`config.mk`:
```
export PLATFORM = sky130hd
export DESIGN_NAME = rxctl_regbank
export DESIGN_NICKNAME = d
export VERILOG_FILES = /design/src/rtl/rxctl_pkg.sv /design/src/rtl/rxctl_mode_ctl.sv /design/src/rtl/rxctl_wr_arbiter.sv /design/src/rtl/rxctl_reg_store.sv /design/src/rtl/rxctl_rd_port.sv /design/src/rtl/rxctl_regbank.sv
export SDC_FILE = /design/constraint.sdc
export NUM_CORES = 1
export LEC_CHECK = 0
export BUFFER_PORTS_ARGS = -buffer_cell sky130_fd_sc_hd__buf_2
export CAP_MARGIN = 20
export CORE_ASPECT_RATIO = 1.2
export CORE_UTILIZATION = 56
export CTS_CLUSTER_DIAMETER = 150
export DETAILED_ROUTE_END_ITERATION = 10
export HOLD_SLACK_MARGIN = 0.1
export PLACE_DENSITY = 0.83
export SLEW_MARGIN = 20
export SYNTH_ARGS = -nofsm -noshare
export SYNTH_HDL_FRONTEND = slang
export SYNTH_SLANG_ARGS = --single-unit
```
`constraint.sdc`:
```
create_clock -name clk -period 6.3 [get_ports clk]
set_input_delay 0.315 -clock clk [delete_from_list [all_inputs] [get_ports clk]]
set_output_delay 0.315 -clock clk [all_outputs]
set_load 0.005 [all_outputs]
```
`src/rtl/rxctl_pkg.sv`:
```
package rxctl_pkg;

    localparam int ADDR_W = 10;
    localparam int RAM_AW = 9;
    localparam int NDYN   = 7;
    localparam int NSTAT  = 6;
    localparam int IDX_W  = 3;

    localparam logic [ADDR_W-1:0] MODE_ADDR = 10'h300;
    localparam logic [ADDR_W-1:0] FREQ_ADDR = 10'h303;
    localparam logic [ADDR_W-1:0] RAM_TOP   = 10'h1FF;

    localparam int DI_SYNC  = 0;
    localparam int DI_FREQ  = 1;
    localparam int DI_PHASE = 2;
    localparam int DI_INSC  = 3;
    localparam int DI_C5SC  = 4;
    localparam int DI_RCFC  = 5;
    localparam int DI_RCFO  = 6;

    typedef enum logic [1:0] {
        OPM_SINGLE = 2'd0,
        OPM_DIVERS = 2'd1,
        OPM_CPLX   = 2'd2,
        OPM_SPARE  = 2'd3
    } opmode_e;

    // field order gives bit 3:2 opm, bit 1 master, bit 0 srst
    typedef struct packed {
        opmode_e opm;
        logic    master;
        logic    srst;
    } mode_t;

    localparam mode_t RST_MODE = '{opm: OPM_SINGLE, master: 1'b0, srst: 1'b1};

    typedef enum logic [2:0] {
        RG_NONE, RG_RAM, RG_MODE, RG_DYN, RG_STAT
    } region_e;

    typedef struct packed {
        region_e           rgn;
        logic [IDX_W-1:0]  idx;
    } slot_t;

    typedef struct packed {
        logic  en;
        slot_t slot;
    } wcmd_t;

    function automatic logic [ADDR_W-1:0] dyn_addr(input int i);
        case (i)
            DI_SYNC:  return 10'h302;
            DI_FREQ:  return 10'h303;
            DI_PHASE: return 10'h304;
            DI_INSC:  return 10'h305;
            DI_C5SC:  return 10'h307;
            DI_RCFC:  return 10'h309;
            DI_RCFO:  return 10'h30B;
            default:  return 10'h3FF;
        endcase
    endfunction

    function automatic int dyn_width(input int i);
        case (i)
            DI_SYNC:  return 32;
            DI_FREQ:  return 32;
            DI_PHASE: return 16;
            DI_INSC:  return 8;
            DI_C5SC:  return 5;
            DI_RCFC:  return 4;
            DI_RCFO:  return 8;
            default:  return 1;
        endcase
    endfunction

    function automatic logic [ADDR_W-1:0] stat_addr(input int i);
        case (i)
            0:       return 10'h301;
            1:       return 10'h306;
            2:       return 10'h308;
            3:       return 10'h30A;
            4:       return 10'h30C;
            5:       return 10'h30D;
            default: return 10'h3FF;
        endcase
    endfunction

    function automatic slot_t decode(input logic [ADDR_W-1:0] a);
        slot_t s;
        s.rgn = RG_NONE;
        s.idx = '0;
        if (a <= RAM_TOP) begin
            s.rgn = RG_RAM;
        end else if (a == MODE_ADDR) begin
            s.rgn = RG_MODE;
        end else begin
            for (int i = 0; i < NDYN; i++) begin
                if (a == dyn_addr(i)) begin
                    s.rgn = RG_DYN;
                    s.idx = IDX_W'(i);
                end
            end
            for (int i = 0; i < NSTAT; i++) begin
                if (a == stat_addr(i)) begin
                    s.rgn = RG_STAT;
                    s.idx = IDX_W'(i);
                end
            end
        end
        return s;
    endfunction

endpackage

```
`src/rtl/rxctl_mode_ctl.sv`:
```
module rxctl_mode_ctl
    import rxctl_pkg::*;
(
    input  logic  clk,
    input  logic  rst,
    input  logic  wr_en,
    input  mode_t wr_val,
    output mode_t mode_q,
    output logic  running,
    output logic  master_run
);

    always_ff @(posedge clk) begin
        if (rst) begin
            mode_q <= RST_MODE;
        end else if (wr_en) begin
            mode_q <= wr_val;
        end
    end

    assign running    = ~mode_q.srst;
    assign master_run = mode_q.master & ~mode_q.srst;

endmodule

```
`src/rtl/rxctl_wr_arbiter.sv`:
```
module rxctl_wr_arbiter
    import rxctl_pkg::*;
#(
    parameter int DATA_W = 32
) (
    input  logic [ADDR_W-1:0] mp_addr,
    input  logic [DATA_W-1:0] mp_wdata,
    input  logic              mp_wr,
    input  logic [ADDR_W-1:0] sp_addr,
    input  logic [DATA_W-1:0] sp_wdata,
    input  logic              sp_wr,
    input  logic              running,
    output wcmd_t             cmd,
    output logic [DATA_W-1:0] cmd_data,
    output logic              ram_we,
    output logic              err_set
);

    slot_t mp_s;
    slot_t sp_s;

    assign mp_s = decode(mp_addr);
    assign sp_s = decode(sp_addr);

    always_comb begin
        cmd      = '0;
        cmd_data = mp_wdata;
        ram_we   = 1'b0;
        err_set  = 1'b0;
        if (mp_wr) begin
            unique case (mp_s.rgn)
                RG_MODE, RG_DYN: begin
                    cmd.en   = 1'b1;
                    cmd.slot = mp_s;
                end
                RG_STAT: begin
                    if (!running) begin
                        cmd.en   = 1'b1;
                        cmd.slot = mp_s;
                    end else begin
                        err_set = 1'b1;
                    end
                end
                RG_RAM: begin
                    if (!running) ram_we  = 1'b1;
                    else          err_set = 1'b1;
                end
                default: ;
            endcase
        end else if (sp_wr && running) begin
            if (sp_s.rgn == RG_DYN) begin
                cmd.en   = 1'b1;
                cmd.slot = sp_s;
                cmd_data = sp_wdata;
            end else if (sp_s.rgn != RG_NONE) begin
                err_set = 1'b1;
            end
        end
    end

endmodule

```
`src/rtl/rxctl_reg_store.sv`:
```
module rxctl_reg_store
    import rxctl_pkg::*;
#(
    parameter int DATA_W = 32,
    parameter int CFG_W  = 16
) (
    input  logic                              clk,
    input  logic                              rst,
    input  wcmd_t                             cmd,
    input  logic [DATA_W-1:0]                 wdata,
    input  logic                              err_set,
    output logic [NDYN-1:0][DATA_W-1:0]       dyn_q,
    output logic [NSTAT-1:0][CFG_W-1:0]       stat_q,
    output logic                              err_q
);

    for (genvar i = 0; i < NDYN; i++) begin : g_dyn
        localparam int W = dyn_width(i);
        logic [W-1:0] q;
        always_ff @(posedge clk) begin
            if (rst) begin
                q <= '0;
            end else if (cmd.en && cmd.slot.rgn == RG_DYN && cmd.slot.idx == IDX_W'(i)) begin
                q <= wdata[W-1:0];
            end
        end
        assign dyn_q[i] = DATA_W'(q);
    end

    for (genvar i = 0; i < NSTAT; i++) begin : g_stat
        always_ff @(posedge clk) begin
            if (rst) begin
                stat_q[i] <= '0;
            end else if (cmd.en && cmd.slot.rgn == RG_STAT && cmd.slot.idx == IDX_W'(i)) begin
                stat_q[i] <= wdata[CFG_W-1:0];
            end
        end
    end

    always_ff @(posedge clk) begin
        if (rst)          err_q <= 1'b0;
        else if (err_set) err_q <= 1'b1;
    end

endmodule

```
`src/rtl/rxctl_rd_port.sv`:
```
module rxctl_rd_port
    import rxctl_pkg::*;
#(
    parameter int DATA_W = 32,
    parameter int CFG_W  = 16
) (
    input  logic                         clk,
    input  logic                         rst,
    input  logic                         mp_rd,
    input  logic [ADDR_W-1:0]            mp_addr,
    input  mode_t                        mode_q,
    input  logic                         err_q,
    input  logic [NDYN-1:0][DATA_W-1:0]  dyn_q,
    input  logic [NSTAT-1:0][CFG_W-1:0]  stat_q,
    input  logic [DATA_W-1:0]            ram_rdata,
    output logic [DATA_W-1:0]            mp_rdata,
    output logic                         ram_re,
    output logic                         nco_sync,
    output logic                         rd_viol
);

    slot_t             s;
    logic              run;
    logic [DATA_W-1:0] rd_next;

    assign s      = decode(mp_addr);
    assign run    = ~mode_q.srst;
    assign ram_re = mp_rd && s.rgn == RG_RAM && !run;

    always_comb begin
        unique case (s.rgn)
            RG_MODE: rd_next = DATA_W'({err_q, 4'b0000, mode_q});
            RG_DYN:  rd_next = dyn_q[s.idx];
            RG_STAT: rd_next = DATA_W'(stat_q[s.idx]);
            RG_RAM:  rd_next = run ? '0 : ram_rdata;
            default: rd_next = '0;
        endcase
    end

    always_ff @(posedge clk) begin
        if (rst) begin
            mp_rdata <= '0;
            nco_sync <= 1'b0;
            rd_viol  <= 1'b0;
        end else begin
            if (mp_rd) mp_rdata <= rd_next;
            nco_sync <= mp_rd && s.rgn == RG_DYN && s.idx == IDX_W'(DI_FREQ)
                        && run && mode_q.master;
            rd_viol  <= mp_rd && s.rgn == RG_RAM && run;
        end
    end

endmodule

```
`src/rtl/rxctl_regbank.sv`:
```
module rxctl_regbank
    import rxctl_pkg::*;
#(
    parameter int DATA_W = 32,
    parameter int CFG_W  = 16
) (
    input  logic                     clk,
    input  logic                     hrst_n,
    input  logic [ADDR_W-1:0]        mp_addr,
    input  logic [DATA_W-1:0]        mp_wdata,
    input  logic                     mp_wr,
    input  logic                     mp_rd,
    output logic [DATA_W-1:0]        mp_rdata,
    input  logic [ADDR_W-1:0]        sp_addr,
    input  logic [DATA_W-1:0]        sp_wdata,
    input  logic                     sp_wr,
    input  logic [DATA_W-1:0]        ram_rdata,
    output logic [RAM_AW-1:0]        ram_addr,
    output logic                     ram_we,
    output logic                     ram_re,
    output logic                     in_en,
    output logic                     sp_en,
    output logic                     out_en,
    output logic                     sync_master,
    output logic                     dp_clr,
    output logic                     nco_sync,
    output logic                     rd_viol,
    output logic [1:0]               op_mode,
    output logic [31:0]              nco_sync_ctl,
    output logic [31:0]              nco_freq,
    output logic [15:0]              nco_phase,
    output logic [7:0]               in_scale,
    output logic [4:0]               cic5_scale,
    output logic [3:0]               rcf_ctrl,
    output logic [7:0]               rcf_ofs,
    output logic [NSTAT*CFG_W-1:0]   cfg_static
);

    logic                        rst;
    mode_t                       mode_q;
    logic                        running;
    logic                        master_run;
    wcmd_t                       cmd;
    logic [DATA_W-1:0]           cmd_data;
    logic                        err_set;
    logic                        err_q;
    logic [NDYN-1:0][DATA_W-1:0] dyn_q;
    logic [NSTAT-1:0][CFG_W-1:0] stat_q;
    logic                        mode_we;

    assign rst     = ~hrst_n;
    assign dp_clr  = rst;
    assign mode_we = cmd.en && cmd.slot.rgn == RG_MODE;

    rxctl_mode_ctl u_mode (
        .clk        (clk),
        .rst        (rst),
        .wr_en      (mode_we),
        .wr_val     (mode_t'(cmd_data[3:0])),
        .mode_q     (mode_q),
        .running    (running),
        .master_run (master_run)
    );

    rxctl_wr_arbiter #(.DATA_W(DATA_W)) u_arb (
        .mp_addr  (mp_addr),
        .mp_wdata (mp_wdata),
        .mp_wr    (mp_wr),
        .sp_addr  (sp_addr),
        .sp_wdata (sp_wdata),
        .sp_wr    (sp_wr),
        .running  (running),
        .cmd      (cmd),
        .cmd_data (cmd_data),
        .ram_we   (ram_we),
        .err_set  (err_set)
    );

    rxctl_reg_store #(.DATA_W(DATA_W), .CFG_W(CFG_W)) u_store (
        .clk     (clk),
        .rst     (rst),
        .cmd     (cmd),
        .wdata   (cmd_data),
        .err_set (err_set),
        .dyn_q   (dyn_q),
        .stat_q  (stat_q),
        .err_q   (err_q)
    );

    rxctl_rd_port #(.DATA_W(DATA_W), .CFG_W(CFG_W)) u_rd (
        .clk       (clk),
        .rst       (rst),
        .mp_rd     (mp_rd),
        .mp_addr   (mp_addr),
        .mode_q    (mode_q),
        .err_q     (err_q),
        .dyn_q     (dyn_q),
        .stat_q    (stat_q),
        .ram_rdata (ram_rdata),
        .mp_rdata  (mp_rdata),
        .ram_re    (ram_re),
        .nco_sync  (nco_sync),
        .rd_viol   (rd_viol)
    );

    assign ram_addr    = mp_addr[RAM_AW-1:0];
    assign in_en       = running;
    assign sp_en       = running;
    assign out_en      = running;
    assign sync_master = master_run;
    assign op_mode     = mode_q.opm;

    assign nco_sync_ctl = dyn_q[DI_SYNC][31:0];
    assign nco_freq     = dyn_q[DI_FREQ][31:0];
    assign nco_phase    = dyn_q[DI_PHASE][15:0];
    assign in_scale     = dyn_q[DI_INSC][7:0];
    assign cic5_scale   = dyn_q[DI_C5SC][4:0];
    assign rcf_ctrl     = dyn_q[DI_RCFC][3:0];
    assign rcf_ofs      = dyn_q[DI_RCFO][7:0];

    for (genvar i = 0; i < NSTAT; i++) begin : g_cfg_out
        assign cfg_static[i*CFG_W +: CFG_W] = stat_q[i];
    end

endmodule

```
==> impl_metrics.json, run 1 <==
{
  "grt_pass1_wl_um": 67380,
  "syn2layout_area_growth_pct": 21.97,
  "synthTopCellsByCount": "nand2_1, dfxtp_1, o21ai_0",
  "routabilityCongestion": 0.9934,
  "power_density_mw_per_mm2": 222.3,
  "finalSetupViolCount": 0,
  "clkLatencyLatePin_ns": 0.52,
  "min_period_ns": 3.540,
  "irDropWorstVdd_uv": 179.3,
  "grt-busiest-layer": "met2",
  "criticalPathCategory": "reg -> reg",
  "drc": 0,
  "finalSetupTns_ns": 0,
  "synth_edf_count": 0,
  "grt_start_max_net_pins": 160,
  "ys_types": 73,
  "clk_pin_slew_ns": 0.06,
  "clock_sinks": 240,
  "grt.overflow.total": 0,
  "cts_setup_buffers": 0,
  "grt_use_met3": 0.07039,
  "multiInputGateArea_mm2": 0.006289,
  "ys_seq_area_frac": 0.4094,
  "hp-start": "ram_rdata[29]",
  "grtUsageMet2": 0.6533,
  "fmax_mhz": 282.5,
  "synth-seq-cells": 240,
  "seqCellArea_mm2": 0.004805,
  "grtUsageTotal": 0.4042,
  "synthCells": 1412,
  "grt_use_met1": 0.5197,
  "ioPinCount": 374,
  "hold_class": "in -> reg",
  "relSlewSlack": 0.2329,
  "cts_buffers": 25,
  "hold_viol": 0,
  "synth_area_per_cell_um2": 8.311,
  "coreArea_mm2": 0.02040,
  "critPathCaptureType": "flop",
  "clockBufferDepth": 3,
  "drt_iter0_markers": 1511,
  "synth_top_cell_area_share": 0.4094,
  "rows": 57,
  "tightest_slew_ns": 1.151,
  "die_w_um": 134.1,
  "async_reset_ff_frac": 0,
  "cts_tree": "done",
  "ant_nets": 0,
  "dieArea_mm2": 0.02154,
  "synth_top_cells_by_area": "dfxtp_1, nand2_1, mux2i_1, o21ai_0, nand3_1",
  "slew_violations": 0,
  "yosysWarnings": 0,
  "outcome": "complete, no violations",
  "yosys.area.top_type": "dfxtp_1",
  "routed_wl_um": 44840,
  "cts_root_buf": "clkbuf_16",
  "fin_nets": 1824,
  "grt_pass1_vias": 11510,
  "antenna_found_initial": 1,
  "vias": 12560,
  "fin_crit_sh": 0.5619,
  "synth.most_common_cell": "nand2_1",
  "power.leakage_uw": 0.006153,
  "maxCapViolCount": 0,
  "nFillCells": 1677,
  "rsz0062_at_grt": "no",
  "rrSetupSlack_ns": 2.76,
  "cp-start-kind": "flop",
  "power.total_uw": 3181,
  "min_path_cells": 3,
  "reg2reg_from": "u_mode.mode_q[0]",
  "viasPerCell": 6.325,
  "synth_nets": 1533,
  "crit_arrival_ns": 3.90,
  "portBuffers": 373,
  "crit_fanout": 28,
  "reg2regPathDepth": 7,
  "hold_path_end": "u_rd.mp_rdata[29]",
  "cp.required_ns": 6.66,
  "syn_area_mm2": 0.01174,
  "wl_per_cell_um": 22.58,
  "first_pass_iters": 6,
  "die_h_um": 160.6,
  "hpwl_um": 32230,
  "clock_skew_ns": 0.01445,
  "cts_max_level": 1,
  "ys.flop_type": "dfxtp_1",
  "rr_endpoint": "u_store.stat_q[16]",
  "final_layout_size_suffix_gt1_frac": 0.3031,
  "floorplan.initialDensity": 0.5753
}
-- cell families after synthesis --
| family | synth area share |
|---|---|
| buffers and inverters | 0.05875 |
| xor gates and xnor gates | 0.003732 |
| and+or+nand+nor | 0.2043 |
| DFF | 0.4094 |
| muxes | 0.1207 |
| AOI/OAI and AO/OA | 0.2031 |
-- power by group --
part / switching [uW] / internal [uW] / total [uW]
Clock: 594 / 765 / 1360
Combinational: 192 / 95.1 / 287
Sequential: 6.80 / 1530 / 1530
-- final cells by class --
cell class                 instances  share of cell area
antenna                            2           0.0003497
clock buffer                      37             0.04895
clock inverter                     6            0.002273
inverter                          14            0.003671
multi-input combinational       1024              0.4393
sequential                       240              0.3357
tap                              265             0.02316
timing repair buffer             398              0.1466
-- per-stage QoR --
step	std cells	setup slack [ns]	area (um^2)	utilization	hold WS (ns)
after floorplan	1412	3.741	11740	-	0.4405
final	1986	2.760	14310	0.7018	0.1191
after global routing	1984	2.642	14310	0.7015	0.1333
after global placement	1931	2.716	13460	0.6597	0.4568
after detailed placement	1931	2.539	13470	0.6604	0.4648
after CTS	1984	2.806	14300	0.7013	0.1060
-- placed cells by master, fill, tap and decap left out, types with 4 or more instances in the layout --
master and instances:
a211oi_1 4, a21o_1 4, a21oi_1 87, a221oi_1 4, a222oi_1 9, a22o_1 4
a22oi_1 4, a311oi_1 4, a31oi_1 9, a32oi_1 6, and2_1 7, and3_1 4
buf_2 372, buf_4 14, clkbuf_1 9, clkbuf_16 25, clkinv_2 5, dfxtp_1 240
dlygate4sd3_1 10, inv_1 14, mux2_2 34, mux2i_1 92, mux4_2 5, nand2_1 249
nand2b_1 7, nand3_1 145, nand3_2 15, nand4_1 12, nor2_1 25, nor2b_1 11
nor3_1 5, o211ai_1 10, o21a_1 4, o21ai_0 172, o21ai_2 17, o22ai_1 7
or3_1 4
-- sequential cells by signal, indices dropped and copies added, names as in the netlist --
register / cells
u_rd.nco_sync: 1
u_store.err_q: 1
u_rd.mp_rdata: 32
u_store.g_dyn.q: 105
u_mode.mode_q: 4
u_rd.rd_viol: 1
u_store.stat_q: 96
-- critical path, cell delays in order, from the launching register on --
cell	delay (ns)
dfxtp_1	0.40
or3b_1	0.51
nor3_4	0.29
o2111a_2	0.48
buf_4	0.43
mux2i_1	0.34
nand2b_1	0.71
o21ai_0	0.22
-- layer usage --
metal | part of all wire | vias to the layer above
met4 | 0.050 | 0
met3 | 0.11 | 155
met1 | 0.37 | 5930
li1 | - | 5633
met2 | 0.47 | 844
met5 | 0 | -
-- repair_timing --
action	4_1_cts	5_1_grt
hold buffers	10	0
hold endpoints to repair	10	0
gates resized for setup	0	0
-- worst max path at each step --
| stage | slack, ns | end | start |
|---|---|---|---|
| 2_1_floorplan | 3.74 | u_store.g_dyn[0].q[4] | sp_addr[6] |
| 3_3_place_gp | 2.72 | u_store.stat_q[30] | mp_addr[1] |
| 3_5_place_dp | 2.54 | u_store.stat_q[27] | mp_addr[1] |
| 4_1_cts | 2.81 | u_store.stat_q[16] | u_mode.mode_q[0] |
| 5_1_grt | 2.64 | u_store.stat_q[16] | u_mode.mode_q[0] |
| 6_report | 2.76 | u_store.stat_q[16] | u_mode.mode_q[0] |
Note: power is estimated with default switching activity, not from simulation.
==> inputs of run 2 (changes only) <==
--- a/config.mk
+++ b/config.mk
@@ -5,14 +5,15 @@
 export SDC_FILE = /design/constraint.sdc
 export NUM_CORES = 1
 export LEC_CHECK = 0
+export ABC_AREA = 1
 export BUFFER_PORTS_ARGS = -buffer_cell sky130_fd_sc_hd__buf_2
 export CAP_MARGIN = 20
 export CORE_ASPECT_RATIO = 1.2
-export CORE_UTILIZATION = 56
+export CORE_UTILIZATION = 47
 export CTS_CLUSTER_DIAMETER = 150
 export DETAILED_ROUTE_END_ITERATION = 10
 export HOLD_SLACK_MARGIN = 0.1
-export PLACE_DENSITY = 0.83
+export PLACE_DENSITY = 0.73
 export SLEW_MARGIN = 20
 export SYNTH_ARGS = -nofsm -noshare
 export SYNTH_HDL_FRONTEND = slang
==> constraint.sdc (replaced) <==
create_clock -name clk -period 3.1 [get_ports clk]
set_input_delay 0.155 -clock clk [delete_from_list [all_inputs] [get_ports clk]]
set_output_delay 0.155 -clock clk [all_outputs]
set_load 0.005 [all_outputs]
==> impl_metrics.json, run 2 <==
{
  "hold_class": "in -> reg",
  "post-place-cells": 2518,
  "ys_types": 39,
  "clockBufferDepth": 3,
  "slowest_delay_ns": 0.55,
  "irDropWorstVdd_uv": 343.1,
  "path_cells": "dlygate4sd3_1 > buf_4 > nand2_4 > inv_2 > nand3_1 > nor3_4 > buf_4 > nor2_2 > inv_2 > nand2_2 > o21ai_4 > nor2_8 > nand2_8 > buf_12 > o21ai_1 > dlygate4sd3_1 > nor2_1",
  "die_w_um": 150.2,
  "stdcell_count": 2617,
  "routed_wl_um": 50250,
  "crit_fanout": 18,
  "largest_register": "u_store.g_dyn.q",
  "grtUsageTotal": 0.3664,
  "power.total_uw": 6629,
  "routabilityCongestion": 0.9337,
  "synth_nets": 2028,
  "ioPinCount": 374,
  "dr_wl_met3_um": 5131,
  "drc": 0,
  "dr.max_layer_used": "met5",
  "hold_viol": 0,
  "rows": 64,
  "grt.overflow.total": 0,
  "yosys.area.top_type": "dfxtp_1",
  "final_common_cell": "nand2_1",
  "tightest_slew_ns": 1.073,
  "floorplan.initialDensity": 0.4820,
  "syn_area_mm2": 0.01239,
  "clock_sinks": 240,
  "nFillCells": 2444,
  "dp_slack_ns": 0.3836,
  "grt_start_max_net_pins": 75,
  "cts_buffers": 25,
  "rsz0062_at_grt": "no",
  "synth_top_cell_area_share": 0.3878,
  "wl_met2_um": 23420,
  "syn2layout_area_growth_pct": 27.50,
  "finalSetupViolCount": 0,
  "drt_iter0_markers": 1355,
  "viasPerCell": 5.595,
  "ys_seq_area_frac": 0.3878,
  "top_regs": "u_store.g_dyn.q x105, u_store.stat_q x96, u_rd.mp_rdata x32",
  "power_density_mw_per_mm2": 419.6,
  "cp_slowest_cell": "dlygate4sd3_1",
  "largest_reg_flops": 105,
  "outcome": "complete, no violations",
  "clock_skew_ns": 0.02070,
  "grt_pass1_wl_um": 76720,
  "criticalPathCategory": "in -> reg",
  "cp-start-kind": "input port",
  "detailed_place.area_mm2": 0.01442,
  "crit_arrival_ns": 3.36,
  "cts_root_buf": "clkbuf_16",
  "slew_violations": 0,
  "cts_tree": "done",
  "synth-seq-cells": 240,
  "async_reset_ff_frac": 0,
  "fmax_mhz": 339.3,
  "die_h_um": 179.9,
  "clk_pin_slew_ns": 0.06,
  "clkLatencyLatePin_ns": 0.54,
  "yosysWarnings": 0,
  "wl_per_cell_um": 19.20,
  "min_period_ns": 2.947,
  "fin_nets": 2390,
  "synth_area_per_cell_um2": 6.497,
  "antenna_found_initial": 2,
  "synthTopCellsByCount": "nand2_1, nor2_1, dfxtp_1",
  "dieArea_mm2": 0.02702,
  "vias": 14640,
  "first_pass_iters": 5,
  "ys.flop_type": "dfxtp_1",
  "m1WireLength_um": 18850,
  "fin_crit_sh": 0.9507,
  "grt_pass1_vias": 13680,
  "synth.most_common_cell": "nand2_1",
  "cts_max_level": 1,
  "layout_setup_ws_ns": 0.1528,
  "ant_nets": 0,
  "cp.required_ns": 3.52,
  "final_layout_size_suffix_gt1_frac": 0.2380,
  "relSlewSlack": 0.2800,
  "hpwl_um": 35590,
  "synth_edf_count": 0,
  "synthCells": 1907,
  "finalSetupTns_ns": 0,
  "portBuffers": 373,
  "postLayoutCellArea_mm2": 0.01580,
  "power.leakage_uw": 0.007498,
  "maxCapViolCount": 0,
  "critPathCaptureType": "flop",
  "final_cell_mix": "nand2_1, buf_2, nor2_1, dfxtp_1, o21ai_0",
  "coreArea_mm2": 0.02570,
  "synth_top_cells_by_area": "dfxtp_1, nand2_1, nor2_1, o21ai_0, a21oi_1"
}
[run 2: cell types whose count changed after synthesis, moves of 31 or more]
| cell | previous run | this run |
|---|---|---|
| nand2_1 | 249 | 447 |
| inv_1 | 14 | 125 |
| mux2_2 | 34 | 0 |
| a21oi_1 | 88 | 139 |
| mux2i_1 | 92 | 0 |
| nand4_1 | 12 | 84 |
| nor2_1 | 26 | 302 |
| o21ai_1 | 2 | 33 |
[run 2: report_power, final]
group          total [uW]  switching [uW]  internal, uW
Clock                2980            1260          1710
Combinational         535             329           206
Sequential           3110            12.5          3100
[run 2: critical path, delay by kind of cell]
family / cells / cell delay [ns]
and+or+nand+nor: 8 / 1.13
buffers and inverters: 7 / 1.81
AOI/OAI and AO/OA: 2 / 0.23
[run 2: kinds of logic after synthesis]
family	count (synthesis)	share of synthesized area
buf+inv	295	0.1027
compound gates	356	0.1482
flops	240	0.3878
simple gates	1016	0.3613
[run 2: what timing repair did]
item,4_1_cts,5_1_grt
buffers inserted,0,2
resized for setup,0,7
endpoints found under the hold margin,51,0
endpoints found under the setup margin,0,1
hold buffers,51,0
[run 2: final cells by class]
class,instances,area (um^2),area share
Clock buffer,41,745.7,0.04720
Antenna cell,1,2.502,0.0001584
Timing Repair Buffer,479,2850,0.1804
Multi-Input combinational cell,1372,6367,0.4031
Clock inverter,3,43.79,0.002772
Inverter,151,570.5,0.03612
Sequential cell,240,4805,0.3041
Tap cell,330,412.9,0.02614
[run 2: worst paths after layout]
kind,startpoint,endpoint,slack (ns),cells after the start
min reg2reg,u_rd.mp_rdata[1],u_rd.mp_rdata[1],0.46,2
min,ram_rdata[15],u_rd.mp_rdata[15],0.11,6
max reg2reg,u_mode.mode_q[0],u_store.g_dyn[0].q[24],0.29,12
max,mp_addr[9],u_store.g_dyn[0].q[24],0.15,17
[run 2: per-layer routing]
layer / GRT usage / up-vias
met2: 0.5963 / 857
met5: 0 / -
met3: 0.06751 / 177
met4: 0.2008 / 2
li1: - / 6915
met1: 0.4528 / 6692
[run 2: stage by stage]
step,util,hold slack [ns]
2_1_floorplan,-,0.3850
3_3_place_gp,0.5609,0.4492
3_5_place_dp,0.5609,0.4550
4_1_cts,0.6115,0.1007
5_1_grt,0.6146,0.1329
6_report,0.6146,0.1116
==> inputs of run 3 (changes only) <==
--- a/config.mk
+++ b/config.mk
@@ -6,7 +6,7 @@
 export NUM_CORES = 1
 export LEC_CHECK = 0
 export ABC_AREA = 1
-export BUFFER_PORTS_ARGS = -buffer_cell sky130_fd_sc_hd__buf_2
+export BUFFER_PORTS_ARGS = -buffer_cell sky130_fd_sc_hd__clkbuf_2
 export CAP_MARGIN = 20
 export CORE_ASPECT_RATIO = 1.2
 export CORE_UTILIZATION = 47
==> impl_metrics.json, run 3 (synthesis results as in run 2) <==
{
  "outcome": "complete, no violations",
  "syn2layout_area_growth_pct": 27.37,
  "stdcell_count": 2610,
  "grt_pass1_vias": 13480,
  "hpwl_um": 35350,
  "final_common_cell": "nand2_1",
  "relSlewSlack": 0.3328,
  "cts_tree": "done",
  "clkLatencyLatePin_ns": 0.53,
  "ant_nets": 0,
  "clock_sinks": 240,
  "clk_pin_slew_ns": 0.07,
  "power_density_mw_per_mm2": 429.3,
  "finalSetupViolCount": 0,
  "routed_wl_um": 49890,
  "grt_start_max_net_pins": 138,
  "largest_reg_flops": 105,
  "final_layout_size_suffix_gt1_frac": 0.2390,
  "hold_slack_ns": 0.1103,
  "fmax_mhz": 341.3,
  "antennaDiodeCount": 0,
  "setup.worst_path.end": "u_store.stat_q[90]",
  "reg2reg_from": "u_mode.mode_q[0]",
  "drt_iter0_markers": 1448,
  "critPathCaptureType": "flop",
  "ioPinCount": 374,
  "seqCellArea_mm2": 0.004805,
  "cp.required_ns": 3.57,
  "portBuffers": 373,
  "viasPerCell": 5.598,
  "rrSetupSlack_ns": 0.40,
  "drc": 0,
  "wl_per_cell_um": 19.12,
  "hp-start": "sp_wdata[28]",
  "internal_power_uw": 5137,
  "clkPwrFrac": 0.461,
  "slew_violations": 0,
  "fin_nets": 2384,
  "die_h_um": 179.9,
  "coreArea_mm2": 0.02570,
  "clock_skew_ns": 0.008822,
  "finalSetupTns_ns": 0,
  "floorplan.initialDensity": 0.4820,
  "switchingPower_uw": 1638,
  "hold_class": "in -> reg",
  "criticalPathCategory": "in -> reg",
  "grtUsageTotal": 0.3592,
  "switching_share": 0.2418,
  "vias": 14610,
  "rr_endpoint": "u_store.g_dyn[1].q[18]",
  "die_w_um": 150.2,
  "cts_root_buf": "clkbuf_16",
  "hold_viol": 0,
  "antenna_found_initial": 0,
  "top_regs": "u_store.g_dyn.q x105, u_store.stat_q x96, u_rd.mp_rdata x32",
  "cp-startpoint": "mp_addr[9]",
  "cts_max_level": 1,
  "grt.overflow.total": 0,
  "dieArea_mm2": 0.02702,
  "tightest_slew_ns": 0.9904,
  "post-place-cells": 2515,
  "grt_pass1_wl_um": 75610,
  "cp-start-kind": "input port",
  "maxCapViolCount": 0,
  "final_cell_mix": "nand2_1, clkbuf_2, nor2_1, dfxtp_1, o21ai_0",
  "largest_register": "u_store.g_dyn.q",
  "crit_arrival_ns": 3.40,
  "nFillCells": 2446,
  "irDropWorstVdd_uv": 316.1,
  "first_pass_iters": 8,
  "fin_crit_sh": 0.9453,
  "cts_buffers": 25,
  "reg2regPathDepth": 12,
  "power.leakage_uw": 0.007310,
  "routabilityCongestion": 0.9321,
  "clockBufferDepth": 3,
  "rows": 64,
  "multiInputGateArea_mm2": 0.006344,
  "pwr-share-seq": 0.460,
  "rsz0062_at_grt": "no",
  "min_period_ns": 2.930,
  "p_comb_frac": 0.080,
  "crit_fanout": 37
}
run 3: per-stage QoR:
stage            util  worst slack (ns)  instance area, um^2  power, uW
3_3_place_gp   0.5606            0.1869                14410       3651
4_1_cts        0.6125            0.1653                15740       6777
5_1_grt        0.6140          0.007181                15780       6969
3_5_place_dp   0.5606            0.1050                14410       3656
6_report       0.6140            0.1697                15780       6775
2_1_floorplan       -             1.026                12390       3430
run 3: worst min-delay path by stage:
| stage | depth (start not counted) | slack [ns] | to |
|---|---|---|---|
| after global placement | 2 | 0.45 | u_store.stat_q[8] |
| final | 5 | 0.11 | u_store.g_dyn[0].q[28] |
| after global routing | 5 | 0.13 | u_store.g_dyn[0].q[31] |
| after detailed placement | 2 | 0.46 | u_rd.mp_rdata[29] |
| after CTS | 5 | 0.10 | u_store.g_dyn[0].q[31] |
| after floorplan | 4 | 0.38 | u_rd.mp_rdata[17] |
run 3: per-layer routing:
layer  GRT usage  up-vias  routed length (um)
met5           0        -                   0
met4      0.1826        0                2779
met3     0.06777      173                4988
met2      0.5854      906               23100
met1      0.4479     6634               19020
li1            -     6897                   -
run 3: timing repair:
item / 4_1_cts / 5_1_grt
endpoints found under the hold margin: 51 / 0
endpoints found under the setup margin: 0 / 28
resized for setup: 0 / 2
hold buffers: 50 / 0
setup buffers: 0 / 0
run 3: layout make-up:
class / instances / share of cell area
Tap cell: 330 / 0.02616
Inverter: 151 / 0.03615
Clock buffer: 32 / 0.04384
Clock inverter: 12 / 0.009038
Sequential cell: 240 / 0.3044
Multi-Input combinational cell: 1372 / 0.4020
Timing Repair Buffer: 473 / 0.1784
run 3: critical path: stages:
cell           delay (ns)
dlygate4sd3_1        0.52
clkbuf_2             0.21
nand2_4              0.12
inv_2                0.10
nand3_1              0.09
nor3_2               0.27
nor2_1               0.10
nand2_2              0.13
nand3_2              0.14
nand2_2              0.13
nand2_1              0.08
nand2_2              0.19
buf_4                0.43
nand3_4              0.19
inv_2                0.32
nor2_1               0.08
nor2_1               0.11
run 3: power by group through the flow:
stage	clock network [uW]	logic [uW]	registers, uW
after floorplan	0	248	3180
after global placement	0	468	3180
after detailed placement	0	472	3180
after CTS	3140	523	3110
after global routing	3270	585	3120
final	3120	540	3120
